`src/rtl/serial_csr_pkg.sv`:
```
package serial_csr_pkg;

  localparam int unsigned BYTE_W = 8;
  localparam int unsigned TRIG_W = 5;
  localparam int unsigned N_REGS = 10;

  // register index = offset / 4; neighbours decode by this order
  localparam int unsigned REG_MODE  = 0;
  localparam int unsigned REG_BAUD  = 1;
  localparam int unsigned REG_CTRL  = 2;
  localparam int unsigned REG_TXD   = 3;
  localparam int unsigned REG_STAT  = 4;
  localparam int unsigned REG_RXD   = 5;
  localparam int unsigned REG_FCTL  = 6;
  localparam int unsigned REG_RCNT  = 7;
  localparam int unsigned REG_PORT  = 8;
  localparam int unsigned REG_LSTAT = 9;

  localparam logic [BYTE_W-1:0] MODE_MASK = 8'h7B;
  localparam logic [BYTE_W-1:0] CTRL_MASK = 8'hFA;
  localparam logic [BYTE_W-1:0] PORT_MASK = 8'hF3;

  localparam int unsigned CT_TXIRQ = 7;
  localparam int unsigned CT_RXIE  = 6;
  localparam int unsigned CT_TXEN  = 5;

  localparam int unsigned ST_TEND = 6;
  localparam int unsigned ST_TDE  = 5;
  localparam int unsigned ST_BRK  = 4;
  localparam int unsigned ST_RDF  = 1;
  localparam int unsigned ST_DR   = 0;

  localparam int unsigned FC_CLR = 1;

  // flag vector order: {tend, tde, brk, rdf, dr}
  localparam int unsigned N_FLAGS = 5;
  localparam int unsigned F_TEND = 4;
  localparam int unsigned F_TDE  = 3;
  localparam int unsigned F_BRK  = 2;
  localparam int unsigned F_RDF  = 1;
  localparam int unsigned F_DR   = 0;

  function automatic logic [TRIG_W-1:0] trig_level(input logic [1:0] sel);
    case (sel)
      2'd0:    return TRIG_W'(1);
      2'd1:    return TRIG_W'(4);
      2'd2:    return TRIG_W'(8);
      default: return TRIG_W'(14);
    endcase
  endfunction

  function automatic logic [BYTE_W-1:0] stat_pack(input logic [N_FLAGS-1:0] f);
    logic [BYTE_W-1:0] s;
    s = '0;
    s[ST_TEND] = f[F_TEND];
    s[ST_TDE]  = f[F_TDE];
    s[ST_BRK]  = f[F_BRK];
    s[ST_RDF]  = f[F_RDF];
    s[ST_DR]   = f[F_DR];
    return s;
  endfunction

endpackage

```
`src/rtl/serial_csr_decode.sv`:
```
module serial_csr_decode #(
  parameter int unsigned ADDR_W = 6,
  parameter int unsigned N_REGS = 10
) (
  input  logic [ADDR_W-1:0] addr_i,
  output logic [N_REGS-1:0] sel_o
);
  localparam int unsigned IDX_W = ADDR_W - 2;

  logic             aligned;
  logic [IDX_W-1:0] idx;

  assign aligned = (addr_i[1:0] == 2'b00);
  assign idx     = addr_i[ADDR_W-1:2];

  for (genvar g = 0; g < N_REGS; g++) begin : g_sel
    assign sel_o[g] = aligned && (idx == IDX_W'(g));
  end

endmodule

```
`src/rtl/serial_csr_flags.sv`:
```
module serial_csr_flags
  import serial_csr_pkg::*;
(
  input  logic               clk_i,
  input  logic               rst_ni,
  input  logic               stat_wr_i,
  input  logic               stat_rd_i,
  input  logic [BYTE_W-1:0]  wbyte_i,
  input  logic               ctrl_wr_i,
  input  logic               txen_i,
  input  logic               txd_wr_i,
  input  logic               brk_set_i,
  input  logic               rdf_set_i,
  input  logic               dr_set_i,
  input  logic               rdf_drop_i,
  output logic [N_FLAGS-1:0] flags_o
);
  logic [N_FLAGS-1:0] flags_q, clr_v, set_v;
  logic               rearm;

  assign rearm = stat_rd_i && txen_i;

  always_comb begin
    clr_v = '0;
    set_v = '0;
    if (stat_wr_i) begin
      clr_v[F_TEND] = ~wbyte_i[ST_TEND];
      clr_v[F_TDE]  = ~wbyte_i[ST_TDE];
      clr_v[F_BRK]  = ~wbyte_i[ST_BRK];
      clr_v[F_RDF]  = ~wbyte_i[ST_RDF];
      clr_v[F_DR]   = ~wbyte_i[ST_DR];
    end
    if (txd_wr_i)   clr_v[F_TDE] = 1'b1;
    if (rdf_drop_i) clr_v[F_RDF] = 1'b1;
    set_v[F_TEND] = rearm || (ctrl_wr_i && !wbyte_i[CT_TXEN]);
    set_v[F_TDE]  = rearm;
    set_v[F_BRK]  = brk_set_i;
    set_v[F_RDF]  = rdf_set_i;
    set_v[F_DR]   = dr_set_i;
  end

  always_ff @(posedge clk_i or negedge rst_ni) begin
    if (!rst_ni) begin
      flags_q         <= '0;
      flags_q[F_TEND] <= 1'b1;
      flags_q[F_TDE]  <= 1'b1;
    end else begin
      flags_q <= (flags_q & ~clr_v) | set_v;
    end
  end

  assign flags_o = flags_q;

  p_w0c_r3: assert property (@(posedge clk_i) disable iff (!rst_ni)
    stat_wr_i && !wbyte_i[ST_BRK] && !brk_set_i |=> !flags_q[F_BRK]);

  p_w1_keep_r3: assert property (@(posedge clk_i) disable iff (!rst_ni)
    stat_wr_i && wbyte_i[ST_BRK] && !brk_set_i |=> flags_q[F_BRK] == $past(flags_q[F_BRK]));

  p_rearm_r4: assert property (@(posedge clk_i) disable iff (!rst_ni)
    stat_rd_i && txen_i |=> flags_q[F_TEND] && flags_q[F_TDE]);

  p_tend_r5: assert property (@(posedge clk_i) disable iff (!rst_ni)
    ctrl_wr_i && !wbyte_i[CT_TXEN] |=> flags_q[F_TEND]);

  p_evt_r13: assert property (@(posedge clk_i) disable iff (!rst_ni)
    dr_set_i |=> flags_q[F_DR]);

endmodule

```
`src/rtl/serial_csr_intr.sv`:
```
module serial_csr_intr (
  input  logic clk_i,
  input  logic rst_ni,
  input  logic ctrl_wr_i,
  input  logic txirq_bit_i,
  input  logic rxie_bit_i,
  input  logic rxie_i,
  input  logic stat_wr_i,
  input  logic stat_rdf_bit_i,
  input  logic stat_dr_bit_i,
  input  logic rdf_set_i,
  output logic tx_irq_o,
  output logic rx_irq_o
);
  logic tx_q, rx_q, rx_set, rx_clr;

  assign rx_set = rdf_set_i && rxie_i;
  assign rx_clr = (ctrl_wr_i && !rxie_bit_i) ||
                  (stat_wr_i && (!stat_rdf_bit_i || !stat_dr_bit_i));

  always_ff @(posedge clk_i or negedge rst_ni) begin
    if (!rst_ni) begin
      tx_q <= 1'b0;
      rx_q <= 1'b0;
    end else begin
      if (ctrl_wr_i) tx_q <= txirq_bit_i;
      rx_q <= rx_set || (rx_q && !rx_clr);
    end
  end

  assign tx_irq_o = tx_q;
  assign rx_irq_o = rx_q;

  p_txirq_r6: assert property (@(posedge clk_i) disable iff (!rst_ni)
    ctrl_wr_i |=> tx_irq_o == $past(txirq_bit_i));

  p_rxirq_clr_r7: assert property (@(posedge clk_i) disable iff (!rst_ni)
    rx_clr && !rx_set |=> !rx_irq_o);

  p_rxirq_gate_r7: assert property (@(posedge clk_i) disable iff (!rst_ni)
    !rxie_i && !rx_irq_o |=> !rx_irq_o);

endmodule

```
`src/rtl/serial_csr_regs.sv`:
```
module serial_csr_regs
  import serial_csr_pkg::*;
#(
  parameter int unsigned ADDR_W = 6,
  parameter int unsigned DATA_W = 16,
  parameter int unsigned LVL_W  = 5
) (
  input  logic              clk_i,
  input  logic              rst_ni,
  input  logic              wr_en_i,
  input  logic              rd_en_i,
  input  logic [ADDR_W-1:0] addr_i,
  input  logic [DATA_W-1:0] wdata_i,
  output logic [DATA_W-1:0] rdata_o,
  output logic [7:0]        mode_o,
  output logic [7:0]        baud_o,
  output logic [7:0]        ctrl_o,
  output logic [7:0]        port_o,
  output logic [7:0]        tx_data_o,
  output logic              tx_valid_o,
  output logic              tx_irq_o,
  output logic              rx_irq_o,
  output logic              fifo_clr_o,
  output logic [TRIG_W-1:0] rx_trig_o,
  input  logic [LVL_W-1:0]  rx_level_i,
  input  logic [7:0]        rx_data_i,
  output logic              rx_pop_o,
  input  logic              brk_evt_i,
  input  logic              rx_full_evt_i,
  input  logic              rx_ready_evt_i
);
  localparam int unsigned CMP_W = (LVL_W > TRIG_W ? LVL_W : TRIG_W) + 1;

  logic [N_REGS-1:0]  sel, wr_sel, rd_sel;
  logic [BYTE_W-1:0]  wbyte;
  logic [BYTE_W-1:0]  mode_q, baud_q, ctrl_q, port_q, txd_q;
  logic [DATA_W-1:0]  fctl_q;
  logic               txv_q, clr_q;
  logic [TRIG_W-1:0]  trig;
  logic [N_FLAGS-1:0] flags;
  logic               pop, rdf_drop;
  logic [CMP_W-1:0]   lvl_after;
  logic [DATA_W-1:0]  rd_val [N_REGS];

  serial_csr_decode #(.ADDR_W(ADDR_W), .N_REGS(N_REGS)) i_decode (
    .addr_i (addr_i),
    .sel_o  (sel)
  );

  assign wr_sel = sel & {N_REGS{wr_en_i}};
  assign rd_sel = sel & {N_REGS{rd_en_i}};
  assign wbyte  = wdata_i[BYTE_W-1:0];

  always_ff @(posedge clk_i or negedge rst_ni) begin
    if (!rst_ni) begin
      mode_q <= '0;
      baud_q <= 8'hFF;
      ctrl_q <= 8'h20;
      port_q <= '0;
      fctl_q <= '0;
      txd_q  <= '0;
      txv_q  <= 1'b0;
      clr_q  <= 1'b0;
    end else begin
      if (wr_sel[REG_MODE]) mode_q <= wbyte & MODE_MASK;
      if (wr_sel[REG_BAUD]) baud_q <= wbyte;
      if (wr_sel[REG_CTRL]) ctrl_q <= wbyte & CTRL_MASK;
      if (wr_sel[REG_PORT]) port_q <= wbyte & PORT_MASK;
      if (wr_sel[REG_FCTL]) fctl_q <= wdata_i;
      if (wr_sel[REG_TXD])  txd_q  <= wbyte;
      txv_q <= wr_sel[REG_TXD];
      clr_q <= wr_sel[REG_FCTL] && wdata_i[FC_CLR];
    end
  end

  assign trig      = trig_level(fctl_q[7:6]);
  assign pop       = rd_sel[REG_RXD] && (rx_level_i != '0);
  assign lvl_after = CMP_W'(rx_level_i) - CMP_W'(1);
  assign rdf_drop  = pop && (lvl_after < CMP_W'(trig));

  serial_csr_flags i_flags (
    .clk_i      (clk_i),
    .rst_ni     (rst_ni),
    .stat_wr_i  (wr_sel[REG_STAT]),
    .stat_rd_i  (rd_sel[REG_STAT]),
    .wbyte_i    (wbyte),
    .ctrl_wr_i  (wr_sel[REG_CTRL]),
    .txen_i     (ctrl_q[CT_TXEN]),
    .txd_wr_i   (wr_sel[REG_TXD]),
    .brk_set_i  (brk_evt_i),
    .rdf_set_i  (rx_full_evt_i),
    .dr_set_i   (rx_ready_evt_i),
    .rdf_drop_i (rdf_drop),
    .flags_o    (flags)
  );

  serial_csr_intr i_intr (
    .clk_i          (clk_i),
    .rst_ni         (rst_ni),
    .ctrl_wr_i      (wr_sel[REG_CTRL]),
    .txirq_bit_i    (wbyte[CT_TXIRQ]),
    .rxie_bit_i     (wbyte[CT_RXIE]),
    .rxie_i         (ctrl_q[CT_RXIE]),
    .stat_wr_i      (wr_sel[REG_STAT]),
    .stat_rdf_bit_i (wbyte[ST_RDF]),
    .stat_dr_bit_i  (wbyte[ST_DR]),
    .rdf_set_i      (rx_full_evt_i),
    .tx_irq_o       (tx_irq_o),
    .rx_irq_o       (rx_irq_o)
  );

  // read values per register index; write-only and reserved slots read zero
  assign rd_val[REG_MODE]  = DATA_W'(mode_q);
  assign rd_val[REG_BAUD]  = '0;
  assign rd_val[REG_CTRL]  = DATA_W'(ctrl_q);
  assign rd_val[REG_TXD]   = '0;
  assign rd_val[REG_STAT]  = DATA_W'(stat_pack(flags));
  assign rd_val[REG_RXD]   = pop ? DATA_W'(rx_data_i) : '0;
  assign rd_val[REG_FCTL]  = fctl_q;
  assign rd_val[REG_RCNT]  = DATA_W'(rx_level_i);
  assign rd_val[REG_PORT]  = DATA_W'(port_q);
  assign rd_val[REG_LSTAT] = '0;

  always_comb begin
    rdata_o = '0;
    for (int i = 0; i < N_REGS; i++) begin
      if (rd_sel[i]) rdata_o = rdata_o | rd_val[i];
    end
  end

  assign mode_o     = mode_q;
  assign baud_o     = baud_q;
  assign ctrl_o     = ctrl_q;
  assign port_o     = port_q;
  assign tx_data_o  = txd_q;
  assign tx_valid_o = txv_q;
  assign fifo_clr_o = clr_q;
  assign rx_trig_o  = trig;
  assign rx_pop_o   = pop;

  p_txv_r8: assert property (@(posedge clk_i) disable iff (!rst_ni)
    tx_valid_o |-> tx_data_o == $past(wdata_i[7:0]));

  p_clr_r9: assert property (@(posedge clk_i) disable iff (!rst_ni)
    fifo_clr_o |-> $past(wr_en_i && addr_i == ADDR_W'(REG_FCTL * 4) && wdata_i[FC_CLR]));

  p_pop_r10: assert property (@(posedge clk_i) disable iff (!rst_ni)
    rx_pop_o |-> rd_en_i && rx_level_i != '0 && rdata_o == DATA_W'(rx_data_i));

  p_unmapped_r12: assert property (@(posedge clk_i) disable iff (!rst_ni)
    rd_en_i && addr_i[1:0] != 2'b00 |-> rdata_o == '0 && !rx_pop_o);

endmodule

```
`config.mk`:
```
export PLATFORM = sky130hd
export DESIGN_NAME = serial_csr_regs
export DESIGN_NICKNAME = d
export VERILOG_FILES = /design/src/rtl/serial_csr_pkg.sv /design/src/rtl/serial_csr_decode.sv /design/src/rtl/serial_csr_flags.sv /design/src/rtl/serial_csr_intr.sv /design/src/rtl/serial_csr_regs.sv
export SDC_FILE = /design/constraint.sdc
export NUM_CORES = 1
export LEC_CHECK = 0
export ABC_AREA = 1
export ABC_CLOCK_PERIOD_IN_PS = 1200
export BUFFER_PORTS_ARGS = -buffer_cell sky130_fd_sc_hd__buf_2
export CAP_MARGIN = 10
export CORE_ASPECT_RATIO = 0.5
export CORE_MARGIN = 1.5
export CORE_UTILIZATION = 46
export CTS_BUF_LIST = sky130_fd_sc_hd__clkbuf_4
export DETAILED_ROUTE_END_ITERATION = 10
export PLACE_DENSITY = 0.78
export SLEW_MARGIN = 30
export SYNTH_ARGS = -nofsm -noshare
export SYNTH_HDL_FRONTEND = slang
export SYNTH_HIERARCHICAL = 1
export SYNTH_SLANG_ARGS = --single-unit
```
`constraint.sdc`:
```
create_clock -name clk_i -period 1.2 [get_ports clk_i]
set_input_delay 0.24 -clock clk_i [delete_from_list [all_inputs] [get_ports clk_i]]
set_output_delay 0.24 -clock clk_i [all_outputs]
set_load 0.01 [all_outputs]
```
# After elaboration in Yosys (flattened, before gate mapping)
# Cells that the tools add are included.
# W data, S select, Z words.
[totals] elab_cells=82 regBits=59 out_inout_bits=66
[classes] mux=12 reduce_logical=31 order_cmp=1 n_addsub=1 n_bitwise=16 n_eq_ne=10
[ops] op="$mux W16" count=6
[ops] op="$or A16 B8 Y16" count=3
[ops] op="$and A9 B9 Y9" count=2
[ops] op="$logic_and A1 B1 Y1" count=18
[ops] op="$eq A4 B3 Y1 const B" count=4
[ops] op="$or A16 B16 Y16" count=1
[ops] op="$or A16 B5 Y16" count=1
[ops] op="$or A16 B7 Y16" count=1
[ops] op="$pmux W4 S3" count=1
[ops] op="$eq A4 B2 Y1 const B" count=2
[ops] op="$mux W8" count=1
[ops] op="$mux W7" count=1
[ops] op="$lt A6 B5 Y1" count=1
[ops] op="$sub A5 B1 Y6 const B" count=1
[ops] op="$and A5 B5 Y5" count=1
[ops] op="$logic_not A1 Y1" count=5
[ops] op="$mux W5" count=1
[ops] op="$not A1 Y1" count=5
[ops] op="$not A5 Y5" count=1
[ops] op="$or A5 B5 Y5" count=1
[ops] op="$reduce_bool A5 Y1" count=1
[ops] op="$eq A4 B1 Y1 const B" count=1
[ops] op="$eq A4 B4 Y1 const B" count=1
[ops] op="$logic_not A2 Y1" count=2
[ops] op="other kinds (5)" count=9

# Depth between registers and ports, before layout
[depth] word_depth=16 ltp_mapped=13 ltp_nobuf=13

# Hierarchy
# The synthesis kept the hierarchy.
[by_module_without_submodules] module="serial_csr_regs" n_inst=1 area_each_um2=2536.2 cells_per_inst=323 seq_area_each_um2=1312.5
[by_module_without_submodules] module="serial_csr_flags" n_inst=1 area_each_um2=244.0 cells_per_inst=32 seq_area_each_um2=127.6
[by_module_without_submodules] module="serial_csr_decode" n_inst=1 area_each_um2=108.9 cells_per_inst=27 seq_area_each_um2=0.0
[by_module_without_submodules] module="serial_csr_intr" n_inst=1 area_each_um2=90.1 cells_per_inst=12 seq_area_each_um2=50.0

# Worst setup path after synthesis
# OpenSTA, ideal clock, no wires.
[synth_timing] path_kind="input-to-reg" start="input port rx_level_i[0]" end="register i_flags.flags_q[1] (netlist: i_flags/flags_o[1])" setup_time_ps=116 t_arrival_ps=1329 t_required_ps=1084 slack_ps=-245 cell_stages=11 n_path_buf=0 path_cell_list="inv_1 -> ha_1 -> xor2_1 -> ha_1 -> a21o_1 -> nor2_1 -> nand2_1 -> nor2_1 -> nor2_1 -> nand2_1 -> nand2_1"
[synth_via] elab_chain_cells=7 elab_cells_between_ends=9 cone_classes="add/sub: 1; order compare: 1; mux: 1; bitwise: 3; reduce/logical: 3"
[synth_rtl] element="start: declaration" line="serial_csr_regs.sv:25" rtl="input logic [LVL_W-1:0] rx_level_i,"
[synth_rtl] element="$sub A5 B1 Y6 or $reduce_bool A5 Y1 (tied branches)" line="serial_csr_regs.sv:78, serial_csr_regs.sv:77"
[synth_rtl] element="$lt A6 B5 Y1 or $logic_and A1 B1 Y1 (tied branches)" line="serial_csr_regs.sv:79, serial_csr_regs.sv:77"
[synth_rtl] element="$logic_and A1 B1 Y1 *" line="serial_csr_regs.sv:79" rtl="assign rdf_drop = pop && (lvl_after < CMP_W'(trig));"
[synth_rtl] element="named net rdf_drop" line="serial_csr_regs.sv:41" rtl="logic pop, rdf_drop;"
[synth_rtl] element="$mux W1 *" line="serial_csr_flags.sv:34" rtl="if (rdf_drop_i) clr_v[F_RDF] = 1'b1;"
[synth_rtl] element="$not A5 Y5 *" line="serial_csr_flags.sv:48" rtl="flags_q <= (flags_q & ~clr_v) | set_v;"
[synth_rtl] element="$and A5 B5 Y5 *" line="serial_csr_flags.sv:48"
[synth_rtl] element="$or A5 B5 Y5 *" line="serial_csr_flags.sv:48"
[synth_rtl] element="end signal: assignment" line="serial_csr_flags.sv:48"
[synth_rtl] element="end: declaration" line="serial_csr_flags.sv:18" rtl="logic [N_FLAGS-1:0] flags_q, clr_v, set_v;"
# Mark *: on every way through the listed nets, which the timed path passes. The rest lies on a longest branch.
# A chain may end at the register's enable or synchronous reset.

# Worst setup path in the final report
[layout_timing] start="input port addr_i[1]" end="output port rdata_o[0]"
[layout_via] elab_chain_cells=16 elab_cells_between_ends=24 cone_classes="mux: 8; bitwise: 7; reduce/logical: 9"
[layout_rtl] element="start: declaration" line="serial_csr_regs.sv:12" rtl="input logic [ADDR_W-1:0] addr_i,"
[layout_rtl] element="$logic_not A2 Y1 *" line="serial_csr_decode.sv:13" rtl="assign aligned = (addr_i[1:0] == 2'b00);"
[layout_rtl] element="$logic_and A1 B1 Y1 *" line="serial_csr_decode.sv:17" rtl="assign sel_o[g] = aligned && (idx == IDX_W'(g));"
[layout_rtl] element="named net sel[0]" line="serial_csr_regs.sv:34" rtl="logic [N_REGS-1:0] sel, wr_sel, rd_sel;"
[layout_rtl] element="$and A9 B9 Y9 *" line="serial_csr_regs.sv:51" rtl="assign rd_sel = sel & {N_REGS{rd_en_i}};"
[layout_rtl] element="$mux W7 *" line="serial_csr_regs.sv:127" rtl="if (rd_sel[i]) rdata_o = rdata_o | rd_val[i];"
[layout_rtl] element="$or A16 B8 Y16" line="serial_csr_regs.sv:127"
[layout_rtl] element="$mux W16 *" line="serial_csr_regs.sv:127"
[layout_rtl] element="$or A16 B7 Y16" line="serial_csr_regs.sv:127"
[layout_rtl] element="$mux W16 *" line="serial_csr_regs.sv:127"
[layout_rtl] element="$or A16 B8 Y16" line="serial_csr_regs.sv:127"
[layout_rtl] element="$mux W16 *" line="serial_csr_regs.sv:127"
[layout_rtl] element="$or A16 B16 Y16" line="serial_csr_regs.sv:127"
[layout_rtl] element="$mux W16 *" line="serial_csr_regs.sv:127"
[layout_rtl] element="$or A16 B5 Y16" line="serial_csr_regs.sv:127"
[layout_rtl] element="$mux W16 *" line="serial_csr_regs.sv:127"
[layout_rtl] element="$or A16 B8 Y16" line="serial_csr_regs.sv:127"
[layout_rtl] element="$mux W16 *" line="serial_csr_regs.sv:127"
[layout_rtl] element="end: declaration" line="serial_csr_regs.sv:14" rtl="output logic [DATA_W-1:0] rdata_o,"
# Marked as above.

==> impl_metrics.ini <==
[cells_and_area]
final_cells = 653
nNetsFinal = 607
fillers = 390
syn_to_final_growth_pct = 61.3
final_core_util_pct = 77.9
drive_gt1_share_pct = 47.1
final_area_um2 = 4800
diodes = 0

[clock_network]
htreeDepth = 3
numCtsBuffers = 9
clock_sinks = 59
clk_pin_slew_worst_paths_ns = 0.10
insertion_delay_ns = 0.40
clockBufferDepth = 2
clock-root-buffer = clkbuf_4
cts_tree = built

[route]
drt_iter0_markers = 308
drt-total-wl_um = 10600
vias = 3438
drc = 0
via_per_inst = 5.26
ant_nets = 0
drtPass1Iterations = 5
wire_per_inst_um = 16.2

[synthesis]
netlist_instances = 393
syn-cell-area_um2 = 2980
avgSynthCellArea_um2 = 7.57
synth_warnings = 6

[grt]
grt_max_degree = 34
grt_pass1_vias = 2852
grt.overflow.total = 0
grt_usage_pct = 27.1
grt_antenna_before_repair = 0
grt_pass1_wl_um = 13900

[timing]
period_needed_ns = 1.73
hold_ws_ns = 0.0307
hold_viol_final = 0
rsz0062_at_grt = true
setup-violations-final = 55
drv_slew = 0
max_freq_ghz = 0.579
setup_ws_ns = -0.528
skew_ns = 0.00111
post-route-period-util_pct = 144

[power_and_ir_drop]
leakagePower_nw = 2.57
power.density_nw_per_um2 = 1060
ir_worst_vdd_v = 0.000665

[die]
io_pins = 108
fp.dieH_um = 59.9
die_x_um = 117
placementRows = 20
core-area_um2 = 6160
dieArea_um2 = 6990
start_util_pct = 48.3

[placement]
dp_cells = 605
dp_slack_ns = -0.450
portBuffers = 100
gp_congestion = 0.898
placed_cell_area_um2 = 3880
dp_hpwl_um = 5930

[run_status]
violations = negative setup slack
status = finished with violations

[worst_setup_path]
crit_path_end_kind = primary output
required_ns = 0.96
crit-reg2reg-launch = fctl_q[7]$_DFFE_PN0P_
startpoint = addr_i[1]
start_kind = input pin
r2r_slack_ns = -0.40
worstPathArrival_ns = 1.49
criticalPathCategory = in -> out
crit_fanout = 6

[hold_path]
min_path_type = in -> reg
min-delay-start = rx_ready_evt_i

[job]
max_cap_violations = 0
report_power, final:
part	switching [mW]	total, mW	internal (mW)
Sequential	0.181	2.46	2.28
Combinational	0.695	1.43	0.738
Clock	0.796	1.21	0.413
Total	1.67	5.10	3.43
layer usage:
layer  wire [µm]  up-vias  track usage [%]
li1            -     1536                -
met1        4180     1636             34.7
met2        4910      215             44.0
met3        1030       51             8.52
met4         450        0             9.81
met5           0        -                0
stage by stage:
step                      TNS (ns)  power, mW
after floorplan             -0.465       2.89
after global placement      -11.37       3.37
after detailed placement    -12.77       3.41
after CTS                    -8.78       4.87
after global routing        -13.90       5.37
final                       -10.51       5.10
repair_timing:
action	4_1_cts	5_1_grt
hold endpoints to repair	32	1
pin swaps	34	13
hold buffers	1	1
endpoints found under the setup margin	49	62
resized for setup	82	55
buffers inserted	15	18
cloned	1	0
registers in the layout (all words and copies together), names as in the netlist:
signal and cells:
i_flags/flags_o 5, port_o 6, i_intr/tx_irq_o 1, baud_o 8
i_intr/rx_irq_o 1, ctrl_o 6, mode_o 6, tx_valid_o 1
fctl_q 16, tx_data_o 8, fifo_clr_o 1
final timing paths:
kind	endpoint	depth (start not counted)
max	rdata_o[0]	11
min	i_flags/flags_o[0]$_DFF_PN0_	3
max reg2reg	i_flags/flags_o[1]$_DFF_PN0_	10
min reg2reg	tx_data_o[0]$_DFFE_PN0P_	2
max in group asynchronous	port_o[7]$_DFFE_PN0P_	3
min in group asynchronous	ctrl_o[1]$_DFFE_PN0P_	2
final cells by class:
| cell class | count | area (µm²) | share of cell area, % |
|---|---|---|---|
| Clock buffer | 9 | 67.6 | 1.41 |
| Clock inverter | 7 | 43.8 | 0.913 |
| Inverter | 51 | 199 | 4.15 |
| Multi-Input combinational cell | 270 | 1470 | 30.6 |
| Sequential cell | 59 | 1490 | 31.1 |
| Tap cell | 88 | 110 | 2.29 |
| Timing Repair Buffer | 168 | 1410 | 29.4 |
| Timing Repair inverter | 1 | 7.51 | 0.156 |
critical path, cell delays in order:
cell and delay [ns]:
buf_6 0.09, nor2_4 0.20, nand2_4 0.11, nor2_4 0.12
nand2_1 0.08, inv_2 0.14, nand2_2 0.09, o211ai_1 0.16
nor2_1 0.08, nand2_1 0.06, buf_2 0.12
placed cells by master, fill, tap and decap left out, types with 5 or more instances in the layout:
cell	n
nand2_1	115
buf_2	61
buf_6	56
dfrtp_1	48
buf_4	42
o21ai_0	40
inv_1	36
nor2_1	23
nor2_4	15
inv_2	13
nand2_2	12
dfstp_2	11
nor2_2	9
a21oi_1	9
clkbuf_4	9
nand3_2	8
conb_1	7
buf_12	7
nand3_1	5
No activity file was read; power rests on OpenSTA's default activity.
